$ cat src/rtl/pfd_pkg.sv
package pfd_pkg;

  typedef struct packed {
    logic src;
    logic snk;
    logic oe;
  } pump_cmd_t;

  // Push alone sources, pull alone sinks, both or neither float.
  function automatic pump_cmd_t pump_from(input logic push, input logic pull);
    pump_cmd_t c;
    c.src = push & ~pull;
    c.snk = pull & ~push;
    c.oe  = push ^ pull;
    return c;
  endfunction

  function automatic pump_cmd_t pump_gate(input pump_cmd_t c, input logic en);
    pump_cmd_t g;
    g.src = c.src & en;
    g.snk = c.snk & en;
    g.oe  = c.oe & en;
    return g;
  endfunction

endpackage

$ cat src/rtl/pfd_sync.sv
module pfd_sync #(
  parameter int   STAGES  = 2,
  parameter logic RST_VAL = 1'b1
) (
  input  logic clk,
  input  logic rst_n,
  input  logic d,
  output logic q
);
  logic [STAGES-1:0] chain;

  always_ff @(posedge clk or negedge rst_n) begin
    if (!rst_n) chain <= {STAGES{RST_VAL}};
    else        chain <= {chain[STAGES-2:0], d};
  end

  assign q = chain[STAGES-1];

  initial begin
    assert (STAGES >= 2) else $error("pfd_sync needs at least two stages");
  end
endmodule

$ cat src/rtl/pfd_edge_core.sv
module pfd_edge_core #(
  parameter int CHANNELS = 2
) (
  input  logic clk,
  input  logic rst_n,
  input  logic ref_in,
  input  logic div_in,
  output logic up,
  output logic dn
);
  localparam int REF_CH = 0;
  localparam int DIV_CH = 1;

  logic [CHANNELS-1:0] lvl, prev, rise, armed;
  logic                both_armed;

  assign lvl[REF_CH] = ref_in;
  assign lvl[DIV_CH] = div_in;

  for (genvar i = 0; i < CHANNELS; i++) begin : g_rise
    assign rise[i] = lvl[i] & ~prev[i];
  end

  assign both_armed = &armed;

  always_ff @(posedge clk or negedge rst_n) begin
    if (!rst_n) begin
      prev  <= '0;
      armed <= '0;
    end else begin
      prev  <= lvl;
      armed <= both_armed ? '0 : (armed | rise);
    end
  end

  assign up = armed[REF_CH];
  assign dn = armed[DIV_CH];

  assert_clear_R2: assert property (@(posedge clk) disable iff (!rst_n)
    both_armed |=> (armed == '0));

  assert_set_ref_R1: assert property (@(posedge clk) disable iff (!rst_n)
    (rise[REF_CH] && !both_armed) |=> up);

  assert_set_div_R1: assert property (@(posedge clk) disable iff (!rst_n)
    (rise[DIV_CH] && !both_armed) |=> dn);

  assert_no_self_set_R1: assert property (@(posedge clk) disable iff (!rst_n)
    (!up && !rise[REF_CH]) |=> !up);
endmodule

$ cat src/rtl/pfd_out.sv
module pfd_out
  import pfd_pkg::*;
(
  input  logic clk,
  input  logic rst_n,
  input  logic up,
  input  logic dn,
  input  logic pol_hi,
  input  logic aux_en,
  input  logic ref_in,
  input  logic div_in,
  output logic ref_cmp,
  output logic div_cmp,
  output pump_cmd_t main_cmd,
  output pump_cmd_t aux_cmd,
  output logic lock,
  output logic mon
);
  logic push, pull;
  logic lock_q;

  // Polarity swaps which flag pushes the pump.
  assign push = pol_hi ? up : dn;
  assign pull = pol_hi ? dn : up;

  assign main_cmd = pump_from(push, pull);
  assign aux_cmd  = pump_gate(main_cmd, aux_en);

  assign div_cmp = ~main_cmd.src;
  assign ref_cmp = main_cmd.snk;

  assign mon = pol_hi ? ref_in : div_in;

  always_ff @(posedge clk or negedge rst_n) begin
    if (!rst_n) lock_q <= 1'b1;
    else        lock_q <= ~(up | dn);
  end
  assign lock = lock_q;

  assert_pump_excl_R5: assert property (@(posedge clk) disable iff (!rst_n)
    !(main_cmd.src && main_cmd.snk));

  assert_idle_R5: assert property (@(posedge clk) disable iff (!rst_n)
    (up == dn) |-> (div_cmp && !ref_cmp && !main_cmd.oe));

  assert_lock_low_R6: assert property (@(posedge clk) disable iff (!rst_n)
    (up || dn) |=> !lock);

  assert_aux_off_R8: assert property (@(posedge clk) disable iff (!rst_n)
    !aux_en |-> (!aux_cmd.oe && !aux_cmd.src && !aux_cmd.snk));

  assert_aux_copy_R8: assert property (@(posedge clk) disable iff (!rst_n)
    aux_en |-> (aux_cmd == main_cmd));
endmodule

$ cat src/rtl/pfd_polarity_top.sv
module pfd_polarity_top
  import pfd_pkg::*;
#(
  parameter int SYNC_STAGES = 2
) (
  input  logic clk,
  input  logic rst_n,
  input  logic ref_pulse,
  input  logic div_pulse,
  input  logic pol_async,
  input  logic aux_en_async,
  output logic up_o,
  output logic dn_o,
  output logic ref_cmp_o,
  output logic div_cmp_o,
  output logic pump_src_o,
  output logic pump_snk_o,
  output logic pump_oe_o,
  output logic aux_src_o,
  output logic aux_snk_o,
  output logic aux_oe_o,
  output logic lock_o,
  output logic mon_o
);
  logic      pol_hi, aux_en;
  logic      up, dn;
  pump_cmd_t main_cmd, aux_cmd;

  pfd_sync #(.STAGES(SYNC_STAGES), .RST_VAL(1'b1)) u_pol_sync (
    .clk(clk), .rst_n(rst_n), .d(pol_async), .q(pol_hi));

  pfd_sync #(.STAGES(SYNC_STAGES), .RST_VAL(1'b1)) u_aux_sync (
    .clk(clk), .rst_n(rst_n), .d(aux_en_async), .q(aux_en));

  pfd_edge_core #(.CHANNELS(2)) u_core (
    .clk(clk), .rst_n(rst_n), .ref_in(ref_pulse), .div_in(div_pulse),
    .up(up), .dn(dn));

  pfd_out u_out (
    .clk(clk), .rst_n(rst_n), .up(up), .dn(dn), .pol_hi(pol_hi),
    .aux_en(aux_en), .ref_in(ref_pulse), .div_in(div_pulse),
    .ref_cmp(ref_cmp_o), .div_cmp(div_cmp_o), .main_cmd(main_cmd),
    .aux_cmd(aux_cmd), .lock(lock_o), .mon(mon_o));

  assign up_o       = up;
  assign dn_o       = dn;
  assign pump_src_o = main_cmd.src;
  assign pump_snk_o = main_cmd.snk;
  assign pump_oe_o  = main_cmd.oe;
  assign aux_src_o  = aux_cmd.src;
  assign aux_snk_o  = aux_cmd.snk;
  assign aux_oe_o   = aux_cmd.oe;

  assert_sync_hold_R9: assert property (@(posedge clk) disable iff (!rst_n)
    $changed(pol_hi) |=> $stable(pol_hi) || $past(pol_async) != $past(pol_async, 2));
endmodule

$ cat config.mk
export PLATFORM = sky130hd
export DESIGN_NAME = pfd_polarity_top
export DESIGN_NICKNAME = d
export VERILOG_FILES = /design/src/rtl/pfd_pkg.sv /design/src/rtl/pfd_sync.sv /design/src/rtl/pfd_edge_core.sv /design/src/rtl/pfd_out.sv /design/src/rtl/pfd_polarity_top.sv
export SDC_FILE = /design/constraint.sdc
export NUM_CORES = 1
export LEC_CHECK = 0
export ABC_AREA = 1
export BUFFER_PORTS_ARGS = -buffer_cell sky130_fd_sc_hd__buf_2
export CAP_MARGIN = 20
export CORE_AREA = 2 2 39 41
export CTS_CLUSTER_SIZE = 8
export DETAILED_ROUTE_END_ITERATION = 8
export DIE_AREA = 0 0 41 43
export GPL_ROUTABILITY_DRIVEN = 0
export GPL_TIMING_DRIVEN = 0
export PLACE_DENSITY = 0.55
export RECOVER_POWER = 100
export SETUP_SLACK_MARGIN = 0.4
export SLEW_MARGIN = 25
export SYNTH_ARGS = -nofsm -noshare
export SYNTH_HDL_FRONTEND = slang
export SYNTH_HIERARCHICAL = 1
export SYNTH_SLANG_ARGS = --single-unit
$ cat constraint.sdc
create_clock -name clk -period 1.6 [get_ports clk]
set_input_delay 0 -clock clk [delete_from_list [all_inputs] [get_ports clk]]
set_output_delay 0 -clock clk [all_outputs]
set_load 0.02 [all_outputs]
==> flow_summary.yaml, run 1 <==
setup_path:
  critical-path-top-delay-family: "flip-flops"
  path_max_fanout: 5
  critPathBufInv: 2
  cpMostUsedCell: "nand2_2"
  critPathMaxStageDelay_ps: 600
  worst_path_max_delay_cell: "dfstp_1"
  start_kind: "register"
  critPathKind: "reg -> out"
  cp.required_ps: 1600
  setup.worst_path.end_class: "output port"
  arrival_ps: 1420
  path_cells: "inv_2, nand2_1, nand2_2, nand2_2, clkbuf_1"
floorplanning:
  die_area_sq_um: 1760
  core_region_area_sq_um: 1380
  ios: 18
  num_rows: 14
  initial_core_util_pct: 29.1
  fp.dieH_um: 43
  dieWidth_um: 41
logic_synthesis:
  synth_top_area_share_pct: 32.6
  synth-edff-count: 0
  syn_avg_cell_area_sq_um: 8.39
  synthCells: 48
  ys.flop_type: "dfstp_2"
  synth_seq_cells: 9
  synth_area_sq_um: 403
  synth_cell_types: 11
  ys_top_cells_by_area: "dfstp_2 33%, dfrtp_1 25%, nand2_1 19%"
  synthesis.nets: 55
  synthArstFlopShare_pct: 100
  yosys_warnings: 6
  yosysMostFrequentCell: "nand2_1"
  ys_seq_area_share_pct: 57.5
  yosys.area.top_type: "dfstp_2"
  synthTopCellsByCount: "20 x nand2_1, 9 x inv_1, 5 x dfstp_2"
clock_network:
  clock_path_buffers: 2
  cts_made_buffers: 3
  cts_tree: "yes"
  ctsRootBufferMaster: "clkbuf_4"
  clock-sinks: 9
  clk_pin_slew_worst_paths_ps: 60
  cts_max_level: 1
  clk_latency_ps: 250
drt:
  avgRoutedWirePerCell_um: 9.18
  drtPass1Iterations: 4
  vias: 405
  ant_nets: 0
  drt_wl_total_um: 863
  avgViaCountPerCell: 4.31
  first_iter_violations: 5
  drc: 0
sta:
  hold_viol_final: 0
  clock_skew_ps: 2.52
  relSlewSlack_pct: 68.1
  min_period_ps: 1420
  finalSetupTns_ps: 0
  maxSlewViolCount: 0
  finalCritPeriodShare_pct: 89.0
  worstMarginPinSlew_ps: 479
  timing.final.ws_setup_ps: 176
  setup_viol: 0
  fmax_ghz: 0.702
  rsz0062_at_grt: "true"
power_and_ir_drop:
  p_switching_uw: 526
  pwr-share-seq_pct: 27.2
  p_leak_uw: 0.000347
  ir_drop_uv: 681
  intPower_uw: 665
  p_per_area_nw_per_um2: 1800
  clockPowerShare_pct: 13.8
  netSwitchingFraction_pct: 44.2
  p_comb_share_pct: 59.0
cells_and_area:
  nets: 86
  syn_to_final_growth_pct: 64.3
  n_fill_cell: 138
  drive_gt1_share_pct: 52.6
  multi_input_area_sq_um: 140
  regArea_sq_um: 234
  n_antenna_cell: 0
min_path:
  worstHoldPathType: "in -> async"
global_routing:
  track_usage_pct: 12.1
  antenna_found_initial: 0
  grt_first_pass_wirelength_mm: 1.45
  overflow: 0
  grt_max_degree: 10
  grt_pass1_vias: 362
run_status:
  status: "finished, final reports clean"
placement:
  port_buffers: 17
  pre_cts_ws_ps: 475
  dp_hpwl_um: 551
flow_run:
  maxCapViolations: 0
-- routing by layer --
layer	track usage, %	part of all wire [%]	wire [um]	up-vias
met5	0	0	0	-
met4	8.00	0	0	0
met3	2.09	6.7	58	0
met2	18.8	51	440	16
met1	14.5	42	364	188
li1	-	-	-	201
-- worst register-to-register path: stages, from the launching register on --
cell and delay, ps:
dfrtp_2 360, clkbuf_1 200, clkbuf_4 180, inv_1 40, nand3_1 60, nand2_1 50
-- kinds of logic after synthesis --
logic type	Yosys count	share of synthesized area, %
DFF	9	57.5
adders and majority gates	1	3.11
and+or+nand+nor	26	27.3
buffers and inverters	12	12.1
-- power groups by stage --
| stage | Sequential (uW) | Clock (uW) | Combinational, uW |
|---|---|---|---|
| final | 324 | 165 | 702 |
| after global routing | 330 | 187 | 783 |
| after CTS | 318 | 176 | 676 |
| after detailed placement | 346 | 0 | 515 |
| after global placement | 343 | 0 | 512 |
| after floorplan | 387 | 0 | 317 |
-- layout make-up --
cell class,count,area share [%]
flip-flops and latches,9,35.3
repair buffers,26,27.8
multi-input cells,27,21.2
inverters,11,6.81
clock buffers,3,3.40
well taps,16,3.02
plain buffers,1,1.70
clock inverters,1,0.756
-- layout by cell type (no fill, tap or decap), drive strengths merged --
cell / count
nand3: 2
clkbuf: 12
inv: 10
dlygate4sd3: 5
dfstp: 5
nand2: 22
clkinv: 1
ha: 1
buf: 13
dfrtp: 4
clkinvlp: 1
nor2: 2
-- flip-flops by register name, summed over array words and instances, names as in the netlist --
| name | flops |
|---|---|
| u_aux_sync/chain | 2 |
| u_core/armed | 2 |
| u_core/prev | 2 |
| u_out/lock | 1 |
| u_pol_sync/chain | 2 |
-- through the flow --
step	hold slack, ps	area [sq um]	power [uW]	utilization (%)	cells
after floorplan	-296	405	704	-	48
after global placement	-144	510	855	36.9	81
after detailed placement	-144	510	861	36.9	81
after CTS	118	651	1170	47.0	94
after global routing	246	662	1300	47.8	94
final	225	662	1190	47.8	94
-- path summary, 6_finish.rpt --
path	cells after the start	slack, ps	startpoint	endpoint
max	5	180	u_pol_sync/chain[1]	div_cmp_o
min	2	220	rst_n	u_core/armed[0]
max reg2reg	5	600	u_core/armed[0]	u_core/armed[0]
min reg2reg	0	360	u_aux_sync/chain[0]	u_aux_sync/chain[1]
max in group asynchronous	2	1020	rst_n	u_core/armed[1]
min in group clk	0	360	u_aux_sync/chain[0]	u_aux_sync/chain[1]
-- repair_timing --
item | in CTS | in global routing
pin swaps | 3 | 4
setup endpoints to repair | 8 | 7
buffers inserted | 4 | 0
gates resized for setup | 15 | 11
hold buffers | 5 | 0
endpoints found under the hold margin | 13 | 0
(Power assumes the default switching activity.)
==> run 2, diff against run 1 <==
--- a/config.mk
+++ b/config.mk
@@ -16,6 +16,7 @@
 export GPL_TIMING_DRIVEN = 0
 export PLACE_DENSITY = 0.55
 export RECOVER_POWER = 100
+export REMOVE_ABC_BUFFERS = 1
 export SETUP_SLACK_MARGIN = 0.4
 export SLEW_MARGIN = 25
 export SYNTH_ARGS = -nofsm -noshare
==> run 2 against run 1 <==
Compared with the run above: clock power is 2% higher; sequential power is 2% lower; highest routed layer is now met4; worst setup slack better by 59 ps; clock skew is 2.5 ps higher; critical endpoint is now aux_oe_o; critical path depth stayed put; die area stayed put; register-to-register slack better by 60 ps; first-iteration DRC count stayed put.
==> flow_summary.yaml, run 2 (synthesized netlist as in run 1, its figures left out) <==
run_status:
  status: "finished, final reports clean"
global_routing:
  grt_pass1_vias: 329
  track_usage_pct: 11.2
  overflow: 0
  antenna_found_initial: 0
  grt_first_pass_wirelength_mm: 1.31
  grt_max_degree: 10
clock_network:
  cts_tree: "yes"
  clock-sinks: 9
  clk_latency_ps: 250
  cts_made_buffers: 3
  clk_pin_slew_worst_paths_ps: 60
  cts_max_level: 1
  clock_path_buffers: 2
  ctsRootBufferMaster: "clkbuf_4"
setup_path:
  cp.required_ps: 1600
  ff2ff_path_depth: 4
  start_kind: "register"
  path_cells: "clkinvlp_2, ha_2, nand2_1, inv_1, buf_6"
  critPathKind: "reg -> out"
  arrival_ps: 1370
  worst_path_max_delay_cell: "dfrtp_2"
  critPathMaxStageDelay_ps: 370
  setup.worst_path.end_class: "output port"
  path_max_fanout: 3
cells_and_area:
  n_antenna_cell: 0
  final_common_cell: "nand2_1"
  final_cells: 91
  mostFrequentLayoutCells: "20 x nand2_1, 8 x clkbuf_1, 7 x inv_1, 5 x dlygate4sd3_1, 5 x buf_2"
  syn_to_final_growth_pct: 53.4
  drive_gt1_share_pct: 38.7
  nets: 83
drt:
  ant_nets: 0
  avgViaCountPerCell: 4.04
  drtPass1Iterations: 4
  avgRoutedWirePerCell_um: 9.53
  drc: 0
  drt_wl_total_um: 867
  first_iter_violations: 5
  vias: 368
power_and_ir_drop:
  p_per_area_nw_per_um2: 1820
  p_leak_uw: 0.000334
  p_switching_uw: 497
  pwr-share-seq_pct: 28.1
  clockPowerShare_pct: 15.0
  intPower_uw: 627
  netSwitchingFraction_pct: 44.2
  ir_drop_uv: 736
  p_comb_share_pct: 56.9
sta:
  relSlewSlack_pct: 68.4
  fmax_ghz: 0.732
  maxSlewViolCount: 0
  finalSetupTns_ps: 0
  min_period_ps: 1370
  worstMarginPinSlew_ps: 474
  timing.final.ws_setup_ps: 235
  setup_viol: 0
  hold_viol_final: 0
  rsz0062_at_grt: "true"
  clock_skew_ps: 5.06
  finalCritPeriodShare_pct: 85.3
placement:
  placedCellCount: 80
  pre_cts_ws_ps: 522
  dp_hpwl_um: 546
  port_buffers: 17
floorplanning:
  core_region_area_sq_um: 1380
  ios: 18
  num_rows: 14
  dieWidth_um: 41
  die_area_sq_um: 1760
  fp.dieH_um: 43
  initial_core_util_pct: 29.1
min_path:
  worstHoldPathType: "in -> async"
flow_run:
  maxCapViolations: 0
==> run 2: cell types whose count changed in the layout (fill, tap and decap cells not counted) <==
cell	change
buf_6	-2
nand2_2	-5
clkbuf_4	-1
inv_4	-1
inv_1	+3
nand2_1	+5
inv_2	-2
buf_4	+1
dfrtp_2	-1
dfrtp_1	+1
clkinv_2	-1
==> run 2: final timing paths <==
check | endpoint | start | slack, ps
max | aux_oe_o | u_core/armed[1] | 230
min | u_core/prev[1] | rst_n | 210
max reg2reg | u_core/armed[1] | u_core/armed[1] | 660
min reg2reg | u_aux_sync/chain[1] | u_aux_sync/chain[0] | 360
max in group asynchronous | u_aux_sync/chain[0] | rst_n | 1040
min in group clk | u_aux_sync/chain[1] | u_aux_sync/chain[0] | 360
==> run 2: area by class of cell <==
| class | instances | area, sq um |
|---|---|---|
| flip-flops and latches | 9 | 233 |
| inverters | 11 | 42.5 |
| well taps | 16 | 20.0 |
| clock buffers | 4 | 26.3 |
| repair buffers | 24 | 169 |
| fillers | 149 | 766 |
| multi-input cells | 27 | 128 |
==> run 2: metrics by stage <==
step	hold slack, ps	cell area [sq um]	util [%]	power (uW)
finish	208	618	44.7	1120
floorplan	-296	395	-	685
global route	251	618	44.7	1230
detailed placement	-141	500	36.2	843
global placement	-144	500	36.2	834
CTS	122	619	44.8	1130
==> run 2: routing by layer <==
layer	GRT usage [%]	vias up	part of all wire [%]
met2	17.5	16	50
met4	8.00	0	0.69
met5	0	-	0
li1	-	189	-
met3	1.57	2	6.2
met1	13.1	161	42
==> run 2: critical path: cells and delay by family, from the launching register on <==
family	cells	cell delay [ps]
DFF	1	370
and+or+nand+nor	1	50
buffers and inverters	3	330
adders and majority gates	1	360
==> run 2: what timing repair did <==
action                                  4_1_cts  5_1_grt
setup buffers                                 2        0
hold buffers                                  5        0
endpoints found under the setup margin        8        8
pin swaps                                     4        3
gates resized for setup                      11        8
endpoints found under the hold margin        15        0
==> run 2: power groups by stage <==
stage               Combinational [uW]  Sequential, uW  Clock [uW]
finish                             640             316         169
global route                       715             320         191
CTS                                640             309         178
detailed placement                 502             341           0
global placement                   497             337           0
floorplan                          303             382           0
==> run 3, diff against run 2 <==
--- a/config.mk
+++ b/config.mk
@@ -14,7 +14,6 @@
 export DIE_AREA = 0 0 41 43
 export GPL_ROUTABILITY_DRIVEN = 0
 export GPL_TIMING_DRIVEN = 0
-export PLACE_DENSITY = 0.55
 export RECOVER_POWER = 100
 export REMOVE_ABC_BUFFERS = 1
 export SETUP_SLACK_MARGIN = 0.4
==> run 3 against run 2 <==
Compared with the run above: power fell by 1.7%; clock power rose by 2%; via count rose by 2.4%; design area rose by 1.6%; fmax rose by 0.43%; utilization rose by 0.72 points; worst setup slack improved by 5.8 ps; routed wire length fell by 4.8%; count of clock-buffer cells in the layout did not move; sequential cell count did not move; sequential power fell by 2%; critical path type unchanged; largest cell class unchanged.
==> flow_summary.yaml, run 3 (synthesized netlist as in run 1, its figures left out) <==
setup_path:
  start_kind: "register"
  critPathBufInv: 2
  cp.required_ps: 1600
  worst_path_max_delay_cell: "dfstp_2"
  setup.worst_path.end_class: "output port"
  cpMostUsedCell: "nand2_1"
  critPathMaxStageDelay_ps: 570
  worst-path-stages: 5
  ff2ff_path_depth: 4
  critPathKind: "reg -> out"
  arrival_ps: 1360
  path_cells: "inv_1, nand2_1, nand2_1, nand2_1, clkbuf_1"
  critical-path-top-delay-family: "flip-flops"
  path_max_fanout: 6
sta:
  finalSetupTns_ps: 0
  fmax_ghz: 0.736
  maxSlewViolCount: 0
  worstMarginPinSlew_ps: 452
  timing.final.ws_setup_ps: 240
  clock_skew_ps: 5.87
  min_period_ps: 1360
  hold_viol_final: 0
  finalCritPeriodShare_pct: 85.0
  setup_viol: 0
  relSlewSlack_pct: 69.9
  rsz0062_at_grt: "true"
floorplanning:
  ios: 18
  initial_core_util_pct: 29.1
  die_area_sq_um: 1760
  dieWidth_um: 41
  fp.dieH_um: 43
  num_rows: 14
  core_region_area_sq_um: 1380
clock_network:
  clock_path_buffers: 2
  cts_max_level: 1
  cts_made_buffers: 3
  clock-sinks: 9
  clk_pin_slew_worst_paths_ps: 60
  cts_tree: "yes"
  clk_latency_ps: 260
  ctsRootBufferMaster: "clkbuf_4"
drt:
  first_iter_violations: 2
  drt_wl_total_um: 825
  drtPass1Iterations: 3
  avgRoutedWirePerCell_um: 8.97
  vias: 377
  avgViaCountPerCell: 4.10
  drc: 0
  ant_nets: 0
global_routing:
  antenna_found_initial: 0
  overflow: 0
  grt_pass1_vias: 354
  track_usage_pct: 10.9
  grt_first_pass_wirelength_mm: 1.27
  grt_max_degree: 10
cells_and_area:
  mostFrequentLayoutCells: "20 x nand2_1, 10 x clkbuf_1, 8 x inv_1, 6 x buf_6"
  syn_to_final_growth_pct: 55.9
  nets: 84
  post-route-util_pct: 45.4
  final_common_cell: "nand2_1"
  drive_gt1_share_pct: 34.2
  n_antenna_cell: 0
  final_cell_area_sq_um: 628
placement:
  pre_cts_ws_ps: 544
  port_buffers: 17
  dp_hpwl_um: 539
  post_dp_cell_area_sq_um: 500
power_and_ir_drop:
  ir_drop_uv: 638
  p_leak_uw: 0.000343
  p_per_area_nw_per_um2: 1760
flow_run:
  maxCapViolations: 0
run_status:
  status: "finished, final reports clean"
min_path:
  worstHoldPathType: "in -> async"
-- run 3: per-stage QoR --
| stage | total power (uW) | instances | hold slack, ps |
|---|---|---|---|
| after floorplan | 685 | 47 | -296 |
| after global placement | 833 | 80 | -145 |
| after detailed placement | 841 | 80 | -145 |
| after CTS | 1130 | 92 | 107 |
| after global routing | 1190 | 92 | 261 |
| final | 1110 | 92 | 187 |
-- run 3: power breakdown --
group	switching, uW	internal [uW]
combinational	386	237
clock	77.4	96.0
sequential	22.3	287
total	486	620
-- run 3: worst paths after layout --
kind | start | end | slack [ps]
min in group clk | u_pol_sync/chain[0] | u_pol_sync/chain[1] | 350
worst max register to register | u_core/armed[0] | u_core/armed[1] | 730
worst min register to register | u_pol_sync/chain[0] | u_pol_sync/chain[1] | 350
max in group asynchronous | rst_n | u_aux_sync/chain[0] | 1070
worst max-delay path | u_pol_sync/chain[1] | div_cmp_o | 240
worst min-delay path | rst_n | u_core/prev[1] | 190
-- run 3: layout make-up --
cell class	count	area, sq um
Fill cell	156	756
Sequential cell	9	231
Timing Repair Buffer	25	184
Multi-Input combinational cell	27	125
Inverter	11	41.3
Clock buffer	4	26.3
Tap cell	16	20.0
-- run 3: per-layer routing --
layer  up-vias  global-route usage, %  routed length, um
li1        193                      -                  -
met2        13                   18.4                458
met5         -                      0                  0
met4         0                   8.00                  5
met3         2                   1.57                 35
met1       169                   11.0                325
-- run 3: repair_timing --
item                                    CTS  global route
hold endpoints to repair                 14             0
resized for setup                        11            10
hold buffers                              5             0
endpoints found under the setup margin    8             8
pin swaps                                 2             5
setup buffers                             3             0
